### src/rtl/asd_pkg.sv
package asd_pkg;

  // Recovery action codes; values are visible at the table write port
  typedef enum logic [1:0] {
    ACT_HALT  = 2'd0,
    ACT_RESET = 2'd1,
    ACT_SWI   = 2'd2,
    ACT_EXC   = 2'd3
  } act_e;

  typedef enum logic [1:0] {
    ST_IDLE  = 2'd0,
    ST_SCAN  = 2'd1,
    ST_ISSUE = 2'd2
  } state_e;

endpackage

### src/rtl/asd_chain.sv
// Internal scan chain: parallel load, serial shift toward bit 0, position counter.
module asd_chain #(
  parameter int LEN = 16,
  localparam int IW = $clog2(LEN)
) (
  input  logic           clk_i,
  input  logic           rst_ni,
  input  logic           load_i,
  input  logic [LEN-1:0] load_data_i,
  input  logic           shift_i,
  output logic           head_o,
  output logic [IW-1:0]  pos_o,
  output logic           last_o
);

  logic [LEN-1:0] sr_q, sr_d;
  logic [IW-1:0]  cnt_q, cnt_d;
  logic           en;

  assign en = load_i | shift_i;

  always_comb begin
    sr_d  = sr_q;
    cnt_d = cnt_q;
    if (load_i) begin
      sr_d  = load_data_i;
      cnt_d = '0;
    end else if (shift_i) begin
      sr_d  = {1'b0, sr_q[LEN-1:1]};
      cnt_d = cnt_q + IW'(1);
    end
  end

  always_ff @(posedge clk_i or negedge rst_ni) begin
    if (!rst_ni) begin
      sr_q  <= '0;
      cnt_q <= '0;
    end else if (en) begin
      sr_q  <= sr_d;
      cnt_q <= cnt_d;
    end
  end

  assign head_o = sr_q[0];
  assign pos_o  = cnt_q;
  assign last_o = (cnt_q == IW'(LEN - 1));

endmodule

### src/rtl/asd_prio_tbl.sv
// Error-number to action table; unmapped entries resolve to the software interrupt.
module asd_prio_tbl
  import asd_pkg::*;
#(
  parameter int LEN = 16,
  localparam int IW = $clog2(LEN)
) (
  input  logic          clk_i,
  input  logic          rst_ni,
  input  logic          we_i,
  input  logic [IW-1:0] widx_i,
  input  logic [1:0]    wact_i,
  input  logic [IW-1:0] ridx_i,
  output act_e          ract_o
);

  act_e       act_q [LEN];
  logic [LEN-1:0] map_q;

  for (genvar i = 0; i < LEN; i++) begin : g_ent
    logic sel;
    assign sel = we_i && (widx_i == IW'(i));
    always_ff @(posedge clk_i or negedge rst_ni) begin
      if (!rst_ni) begin
        act_q[i] <= ACT_SWI;
        map_q[i] <= 1'b0;
      end else if (sel) begin
        act_q[i] <= act_e'(wact_i);
        map_q[i] <= 1'b1;
      end
    end
  end

  always_comb begin
    ract_o = ACT_SWI;
    if (map_q[ridx_i]) ract_o = act_q[ridx_i];
  end

endmodule

### src/rtl/asd_issue.sv
// Action output stage: registered pulses plus a held halt level.
module asd_issue
  import asd_pkg::*;
(
  input  logic clk_i,
  input  logic rst_ni,
  input  logic fire_i,
  input  act_e act_i,
  input  logic halt_clr_i,
  output logic halt_o,
  output logic rst_o,
  output logic swi_o,
  output logic exc_o
);

  logic halt_q, halt_d;
  logic rst_q, rst_d, swi_q, swi_d, exc_q, exc_d;
  logic halt_en;

  always_comb begin
    rst_d  = fire_i && (act_i == ACT_RESET);
    swi_d  = fire_i && (act_i == ACT_SWI);
    exc_d  = fire_i && (act_i == ACT_EXC);
    halt_d = halt_q;
    if (fire_i && (act_i == ACT_HALT)) halt_d = 1'b1;
    else if (halt_clr_i)               halt_d = 1'b0;
  end

  assign halt_en = fire_i | halt_clr_i;

  always_ff @(posedge clk_i or negedge rst_ni) begin
    if (!rst_ni) begin
      halt_q <= 1'b0;
      rst_q  <= 1'b0;
      swi_q  <= 1'b0;
      exc_q  <= 1'b0;
    end else begin
      rst_q <= rst_d;
      swi_q <= swi_d;
      exc_q <= exc_d;
      if (halt_en) halt_q <= halt_d;
    end
  end

  assign halt_o = halt_q;
  assign rst_o  = rst_q;
  assign swi_o  = swi_q;
  assign exc_o  = exc_q;

endmodule

### src/rtl/assert_scan_dispatch.sv
module assert_scan_dispatch
  import asd_pkg::*;
#(
  parameter int LEN = 16,
  localparam int IDX_W = $clog2(LEN)
) (
  input  logic             clk_i,
  input  logic             rst_ni,
  input  logic             trig_i,
  input  logic [LEN-1:0]   flags_i,
  input  logic             tbl_we_i,
  input  logic [IDX_W-1:0] tbl_idx_i,
  input  logic [1:0]       tbl_act_i,
  input  logic             halt_clr_i,
  output logic             halt_o,
  output logic             hw_reset_o,
  output logic             sw_irq_o,
  output logic             exc_start_o,
  output logic             busy_o,
  output logic             spurious_o,
  output logic [IDX_W-1:0] err_num_o
);

  // Reset: asserted asynchronously, released on the clock
  logic rst_meta_q, rst_sync_n;
  always_ff @(posedge clk_i or negedge rst_ni) begin
    if (!rst_ni) begin
      rst_meta_q <= 1'b0;
      rst_sync_n <= 1'b0;
    end else begin
      rst_meta_q <= 1'b1;
      rst_sync_n <= rst_meta_q;
    end
  end

  state_e           st_q, st_d;
  logic             pend_q, pend_d;
  logic [LEN-1:0]   pflg_q, pflg_d;
  logic [IDX_W-1:0] err_q;
  logic             spur_q;

  logic             ld, shf, fire, found, miss, finish;
  logic [LEN-1:0]   ld_data;
  logic             head, last;
  logic [IDX_W-1:0] pos;
  act_e             sel_act;

  asd_chain #(.LEN(LEN)) u_chain (
    .clk_i      (clk_i),
    .rst_ni     (rst_sync_n),
    .load_i     (ld),
    .load_data_i(ld_data),
    .shift_i    (shf),
    .head_o     (head),
    .pos_o      (pos),
    .last_o     (last)
  );

  asd_prio_tbl #(.LEN(LEN)) u_tbl (
    .clk_i (clk_i),
    .rst_ni(rst_sync_n),
    .we_i  (tbl_we_i),
    .widx_i(tbl_idx_i),
    .wact_i(tbl_act_i),
    .ridx_i(err_q),
    .ract_o(sel_act)
  );

  asd_issue u_issue (
    .clk_i     (clk_i),
    .rst_ni    (rst_sync_n),
    .fire_i    (fire),
    .act_i     (sel_act),
    .halt_clr_i(halt_clr_i),
    .halt_o    (halt_o),
    .rst_o     (hw_reset_o),
    .swi_o     (sw_irq_o),
    .exc_o     (exc_start_o)
  );

  // Next-state logic
  always_comb begin
    st_d    = st_q;
    pend_d  = pend_q;
    pflg_d  = pflg_q;
    ld      = 1'b0;
    ld_data = flags_i;
    shf     = 1'b0;
    fire    = 1'b0;
    found   = 1'b0;
    miss    = 1'b0;
    finish  = 1'b0;
    unique case (st_q)
      ST_IDLE: begin
        if (trig_i) begin
          ld   = 1'b1;
          st_d = ST_SCAN;
        end
      end
      ST_SCAN: begin
        if (head) begin
          found = 1'b1;
          st_d  = ST_ISSUE;
        end else if (last) begin
          miss   = 1'b1;
          finish = 1'b1;
          st_d   = ST_IDLE;
        end else begin
          shf = 1'b1;
        end
      end
      ST_ISSUE: begin
        fire   = 1'b1;
        finish = 1'b1;
        st_d   = ST_IDLE;
      end
      default: st_d = ST_IDLE;
    endcase
    if (finish) begin
      if (pend_q) begin
        ld      = 1'b1;
        ld_data = pflg_q;
        st_d    = ST_SCAN;
        pend_d  = trig_i;
        if (trig_i) pflg_d = flags_i;
      end else if (trig_i) begin
        ld   = 1'b1;
        st_d = ST_SCAN;
      end
    end else if ((st_q != ST_IDLE) && trig_i && !pend_q) begin
      pend_d = 1'b1;
      pflg_d = flags_i;
    end
  end

  // State registers
  always_ff @(posedge clk_i or negedge rst_sync_n) begin
    if (!rst_sync_n) begin
      st_q   <= ST_IDLE;
      pend_q <= 1'b0;
      pflg_q <= '0;
      err_q  <= '0;
      spur_q <= 1'b0;
    end else begin
      st_q   <= st_d;
      pend_q <= pend_d;
      pflg_q <= pflg_d;
      if (found)     err_q  <= pos;
      if (miss)      spur_q <= 1'b1;
      else if (fire) spur_q <= 1'b0;
    end
  end

  assign busy_o     = (st_q != ST_IDLE);
  assign spurious_o = spur_q;
  assign err_num_o  = err_q;

endmodule

### config.mk
export PLATFORM = sky130hd
export DESIGN_NAME = assert_scan_dispatch
export DESIGN_NICKNAME = d
export VERILOG_FILES = /design/src/rtl/asd_pkg.sv /design/src/rtl/asd_chain.sv /design/src/rtl/asd_prio_tbl.sv /design/src/rtl/asd_issue.sv /design/src/rtl/assert_scan_dispatch.sv
export SDC_FILE = /design/constraint.sdc
export NUM_CORES = 1
export LEC_CHECK = 0
export ABC_AREA = 1
export ABC_CLOCK_PERIOD_IN_PS = 6100
export BUFFER_PORTS_ARGS = -buffer_cell sky130_fd_sc_hd__buf_2
export CORE_AREA = 2 2 97 99
export CTS_BUF_LIST = sky130_fd_sc_hd__clkbuf_4
export DETAILED_ROUTE_END_ITERATION = 8
export DIE_AREA = 0 0 99 101
export PLACE_DENSITY = 0.79
export SLEW_MARGIN = 20
export SYNTH_ARGS = -nofsm -noshare
export SYNTH_HDL_FRONTEND = slang
export SYNTH_SLANG_ARGS = --single-unit
### constraint.sdc
create_clock -name clk_i -period 6.1 [get_ports clk_i]
set_input_delay 1.525 -clock clk_i [delete_from_list [all_inputs] [get_ports clk_i]]
set_output_delay 1.525 -clock clk_i [all_outputs]
set_load 0.01 [all_outputs]
Yosys cells after proc, flatten, opt, wreduce, memory -nomap -nowiden
Index checks and enable logic that the tools add are counted.
- bits in registers: 98
- output and inout port bits: 10
- add/subtract/negate cells: 1
- magnitude comparators: 2
- eq/ne operators: 23
- mux-type cells: 45
- bitwise operators: 3
- reductions and logical operators: 34
- operators with widths (kind ; count):
    2-to-1 mux 16 bit ; 8
    == test 4 bit (second input constant) ; 9
    logical AND 1 bit ; 22
    2-to-1 mux 1 bit ; 22
    2-to-1 mux 2 bit ; 9
    == test 4 x 3 -> 1 bit (second input constant) ; 4
    nonzero test 2 bit ; 5
    binary-select mux 2 bit (select 4 bit) ; 1
    == test 4 x 2 -> 1 bit (second input constant) ; 2
    2-to-1 mux 4 bit ; 2
    == test 2 bit (second input constant) ; 3
    >= comparator 5 bit (second input constant) ; 1
    < comparator 4 x 5 -> 1 bit (second input constant) ; 1
    inverter 4 -> 5 bit ; 1
    adder 4 x 1 -> 4 bit (second input constant) ; 1
    binary-select mux 1 bit (select 4 bit) ; 1
    == test 2 x 1 -> 1 bit (second input constant) ; 2
    == test 4 x 1 -> 1 bit (second input constant) ; 1
    logical NOT 2 bit ; 2
    logical NOT 4 bit ; 1
    != test 2 bit (second input constant) ; 2
    case mux 2 bit (2 select lines) ; 1
    AND reduction 2 bit ; 2
    AND reduction 3 bit ; 1
    3 further kinds ; 4

Longest topological paths before layout
- word-level depth: 9
- gate-level depth with buffers: 12

By module
Synthesis repeated with hierarchy kept, for this count alone.
- cells, all modules: 588
- area, all modules: 4907.2 sq um
- modules (own cells, without submodules) (module ; instances ; cells an instance ; area an instance (sq um)):
    asd_prio_tbl ; 1 ; 304 ; 2321.0
    assert_scan_dispatch ; 1 ; 174 ; 1461.4
    asd_chain ; 1 ; 95 ; 983.4
    asd_issue ; 1 ; 15 ; 141.4

Worst setup path before layout
No wires, ideal clock.
- kind: input to register
- from: in tbl_idx_i[1]
- to: reg u_tbl.act_q[0] in the netlist's numbering
- setup time: 0.133 ns
- arrival: 2.152 ns
- required time: 5.967 ns
- setup slack: 3.815 ns
- cell stages on the path: 5
- cell sequence: inv_1 -> nor3_1 -> nand2_1 -> nand2_1 -> o21ai_0
- longest elaborated chain between the ends: 2
- RTL lines (what ; line ; text):
    start, declared ; assert_scan_dispatch.sv:12 ; input logic [IDX_W-1:0] tbl_idx_i,
    == test 4 bit ; asd_prio_tbl.sv:22 ; assign sel = we_i && (widx_i == IW'(i));
    logical AND 1 bit ; asd_prio_tbl.sv:22 ;
    end signal, assigned by index ; asd_prio_tbl.sv:28 ; act_q[i] <= act_e'(wact_i);
    end, declared ; asd_prio_tbl.sv:17 ; act_e act_q [LEN];
No other way between the ends.
A chain may end at the register's enable or synchronous reset.

Worst setup path after layout
- from: reg err_q[0] (netlist: err_num_o[0])
- to: out err_num_o[0]
- RTL lines (what ; line ; text):
    start, declared ; assert_scan_dispatch.sv:39 ; logic [IDX_W-1:0] err_q;
    start signal, assigned ; assert_scan_dispatch.sv:148 ; if (found) err_q <= pos;
    end, declared ; assert_scan_dispatch.sv:21 ; output logic [IDX_W-1:0] err_num_o
No word-level cell between the ends.

==> results <==
- Of all nets on the critical path, the largest fanout is 27.
- Dividing the detail-routed via count by the number of cells gives ~5.2.
- Clock tree synthesis inserted a total of 9 buffers.
- The critical path data required time is ~4.6 ns.
- The area of the die is about 0.01 mm2.
- Between clock sinks in the finished design, the worst skew comes to ~0.019 ns.
- The number of endpoints with negative hold slack in the final report is 0.
- Across the VDD grid, the largest voltage drop is ~0.00019 V.
- The critical-path cell with the highest stage delay is sky130_fd_sc_hd__dfrtp_1.
- The I/O pin count is 37.
- The fraction of layout instances using a drive strength above 1 is 12.0%.
- Detailed placement finished with a half-perimeter wire length of 6.47 mm.
- After detailed routing, the average wire length per cell comes to 12.6 um.
- Static timing analysis puts the maximum clock frequency at ~0.31 GHz.
- The starting density of the core is 53.9%.
- After synthesis, flip-flops and latches occupy between 50% and 60% of the total area.
- The library cell used most frequently in the layout, excluding fill and tap cells, is sky130_fd_sc_hd__nand2_1.
- The cell count after synthesis came out at between 600 and 700.
- The antenna violation net count after detailed routing is 0.
- Measured along the y axis, the die boundary spans about 100 um.
- Together, buffers and inverters on the worst path number 1.
- The master cell of the clock root buffer is sky130_fd_sc_hd__clkbuf_4.
- The synthesized netlist occupies a cell area of 0.00483 mm2.
- By area, the combinational part of the netlist is dominated by simple AND/OR/NAND/NOR gates.
- The total global routing track utilization is 20.9%.
- In the synthesized netlist the dominant register cell turns out to be sky130_fd_sc_hd__dfrtp_1.
- The cell row count is 35.
- STA puts the critical path data arrival time at around 1.7 ns.
- The number of endpoints failing setup at the final stage is 0.
- The detailed router finished its first iteration with 270 violations.
- The post-synthesis average cell area is a little under 8 um2.
- The number of different library cells used by synthesis comes to 31.
- At the pin with the least slew margin, the transition time is a little under 0.9 ns.
- The startpoint identified for the worst register-to-register timing path is err_num_o[0].
- Of the post-synthesis cell area, the part taken by muxes is 0%.
- Yosys attributes the largest share of cell area to sky130_fd_sc_hd__dfrtp_1 (42%), sky130_fd_sc_hd__nand2_1 (17%), sky130_fd_sc_hd__o21ai_0 (8.8%).
- The cell type group with the largest total delay on the critical path is flip-flops.
- Setup repair after global routing left no endpoint under its margin.
- The power density normalized to cell area is 413 mW/mm2.
- The number of nets in the synthesized netlist is between 600 and 700.
- During placement, the flow inserted port buffers numbering 36.
- The signed area change from the synthesized netlist to the final layout is 6.70%.
- The max-cap violation count is 0.
- The clock insertion delay at the later pin of the skew report is between 0.4 and 0.5 ns.
- In this design, the stage delay of the slowest critical-path cell is 0.96 ns.
- The final-layout setup total negative slack is 0 ns.
- The kind of end point of the critical path is a primary output.
- Summing the areas of all fa, ha and maj instances in the mapped netlist gives about 1.0% of the synthesized area.
- Summing the areas of all xor and xnor instances in the mapped netlist gives 0.362% of the synthesized area.
- In the layout the commonest cells are sky130_fd_sc_hd__nand2_1 (217), sky130_fd_sc_hd__inv_1 (94), sky130_fd_sc_hd__o21ai_0 (85).
- Counting the fill cells in the layout gives 840.
- The count of warnings emitted by yosys is 0.
- The first global-routing pass estimated roughly 17 mm of wire.
- After clock tree synthesis, the flow added hold-fix buffers numbering 0.
- The number of antenna violations at the first check in global routing is 0.
- The routability-driven placement congestion ratio is 0.850.
- The cell taking the most area after synthesis is sky130_fd_sc_hd__dfrtp_1.
- Summed over its instances, the top area cell type makes up between 40% and 50% of the synthesized netlist area.
- For this design the static power due to leakage is around 2.6 nW.
- The element type at the critical path start is a flop.
- The worst path in the final design needs a cycle of between 3 and 4 ns, including I/O delays and setup.
- The critical path goes through buf_2.
- After clock tree synthesis, the clock-pin slew on the worst setup and hold paths is 0.16 ns.
- The floorplan step defined a core boundary enclosing 0.00898 mm2.
- The count of final max-slew check failures is 0.
- The number of global-route vias before repair is between 3000 and 4000.
- The number of enable flip-flop cells after synthesis is 0.
- The overall routed net length is slightly below 10 mm.
- The utilization after layout is 57.5%.
- The post-CTS resize count is 0.
- The setup slack on the worst flop-to-flop path is about 3.6 ns.
- The number of clock sinks is roughly 100.
- Entering global routing, the biggest net connects 73 pins.
- The number of vias in the routed layout is between 3000 and 4000.
- For this run, design rule violations remaining after detail routing come to 0.
- Measured against its own limit, the worst slew margin works out to around two fifths.
- In the synthesized netlist the async set-or-reset flop fraction comes to 100%.
- The maximum count of clock buffers along a single path is 2.
- In this run the post-CTS setup repair buffer count came out at 0.
- After the last flow step, the layout net total stands at 683.
- The critical path is of the flop to primary output type.
- Summing the areas of all compound-gate instances in the mapped netlist gives about an eighth of the synthesized area.
- The share of the clock period used by the worst path is a little over half.
- The count of state elements after synthesis is around 100.
- The first detailed-routing pass ran for 5 iterations.
- The run finished with clean final reports.
- The TritonCTS clock tree is done.
- The H-tree level count is 3.
- The post-synthesis share of cell area spent on and, or, nand and nor gates is between 20 and 30%.
- Measured in cells, the most critical reg-to-reg path has a length of 9.
- 0 antenna diodes ended up in the layout.
- The class of the worst hold path is flop to async pin.
- The die is between 90 and 100 um wide.
- The total congestion overflow after global routing is 0.
- The destination of the worst register-to-register timing path is u_issue.swi_o.
-- power by group --
part / leakage, nW / internal [mW] / switching [mW]
Combinational: 1.45 / 0.294 / 0.519
Sequential: 1.13 / 0.846 / 0.154
Clock: 0.0675 / 0.0990 / 0.217
Total: 2.64 / 1.24 / 0.891
-- sequential cells by signal, summed over array words and instances, names as in the netlist, 2 cells and up --
signal,count
u_chain.pos_o,4
u_tbl.act_q,32
u_tbl.map_q,16
err_num_o,4
st_q,2
pflg_q,16
u_chain.sr_q,16
-- through the flow --
| stage | setup WS, ns | power (mW) | hold slack (ns) | cell area [um2] | cells |
|---|---|---|---|---|---|
| floorplan | 3.20 | 1.65 | 0.331 | 4830 | 628 |
| global placement | 3.10 | 1.78 | 0.235 | 5030 | 752 |
| detailed placement | 3.07 | 1.82 | 0.242 | 5030 | 752 |
| CTS | 2.89 | 2.14 | 0.242 | 5150 | 768 |
| global route | 2.80 | 2.32 | 0.264 | 5160 | 768 |
| finish | 2.91 | 2.13 | 0.213 | 5160 | 768 |
-- synthesized netlist by cell type, types with 2 or more instances --
| cell | count |
|---|---|
| sky130_fd_sc_hd__inv_1 | 94 |
| sky130_fd_sc_hd__dfrtp_1 | 82 |
| sky130_fd_sc_hd__a31oi_1 | 14 |
| sky130_fd_sc_hd__buf_6 | 2 |
| sky130_fd_sc_hd__nor3_1 | 5 |
| sky130_fd_sc_hd__buf_4 | 4 |
| sky130_fd_sc_hd__buf_2 | 10 |
| sky130_fd_sc_hd__ha_1 | 4 |
| sky130_fd_sc_hd__nand3_1 | 41 |
| sky130_fd_sc_hd__o21ai_0 | 85 |
| sky130_fd_sc_hd__clkbuf_1 | 6 |
| sky130_fd_sc_hd__nor2_1 | 24 |
| sky130_fd_sc_hd__nand4_1 | 2 |
| sky130_fd_sc_hd__dfstp_2 | 16 |
| sky130_fd_sc_hd__a21oi_1 | 4 |
| sky130_fd_sc_hd__nand3b_1 | 2 |
| sky130_fd_sc_hd__nand2_1 | 217 |
| sky130_fd_sc_hd__nor2_4 | 2 |
| sky130_fd_sc_hd__xor2_1 | 2 |
-- worst max-delay path by stage --
stage / start / to / slack, ns / cells after the start
final: err_num_o[0] / err_num_o[0] / 2.91 / 1
after global routing: err_num_o[0] / err_num_o[0] / 2.80 / 1
after CTS: err_num_o[0] / err_num_o[0] / 2.89 / 1
after detailed placement: trig_i / pend_q / 3.07 / 5
after global placement: trig_i / pend_q / 3.10 / 5
after floorplan: rst_sync_n / err_num_o[0] / 3.20 / 0
-- layout make-up --
| type | instances | area, um2 | share of cell area (%) |
|---|---|---|---|
| clock buffer | 12 | 90.1 | 1.75 |
| clock inverter | 4 | 30.0 | 0.582 |
| inverter | 94 | 353 | 6.84 |
| multi-input combinational | 412 | 1880 | 36.5 |
| sequential | 98 | 2480 | 48.0 |
| tap | 111 | 139 | 2.69 |
| timing repair buffer | 37 | 188 | 3.64 |
-- layer usage --
| layer | up-vias | track usage [%] | part of all wire, % |
|---|---|---|---|
| met5 | - | 0 | 0 |
| met4 | 0 | 7.69 | 2.0 |
| met3 | 15 | 3.68 | 5.0 |
| met2 | 101 | 36.0 | 48 |
| met1 | 1875 | 26.5 | 45 |
| li1 | 2007 | - | - |
-- kinds of logic (layout without fill, tap and decap cells) --
kind of cell / after synthesis / in the layout
AO/OA/AOI/OAI: 108 / 108
buffers and inverters: 118 / 147
AND/OR/NAND/NOR: 297 / 297
adder cells (fa/ha/maj): 4 / 4
XOR/XNOR: 2 / 2
other: 1 / 1
flip-flops: 98 / 98
Note: power is estimated with default switching activity, not from simulation.
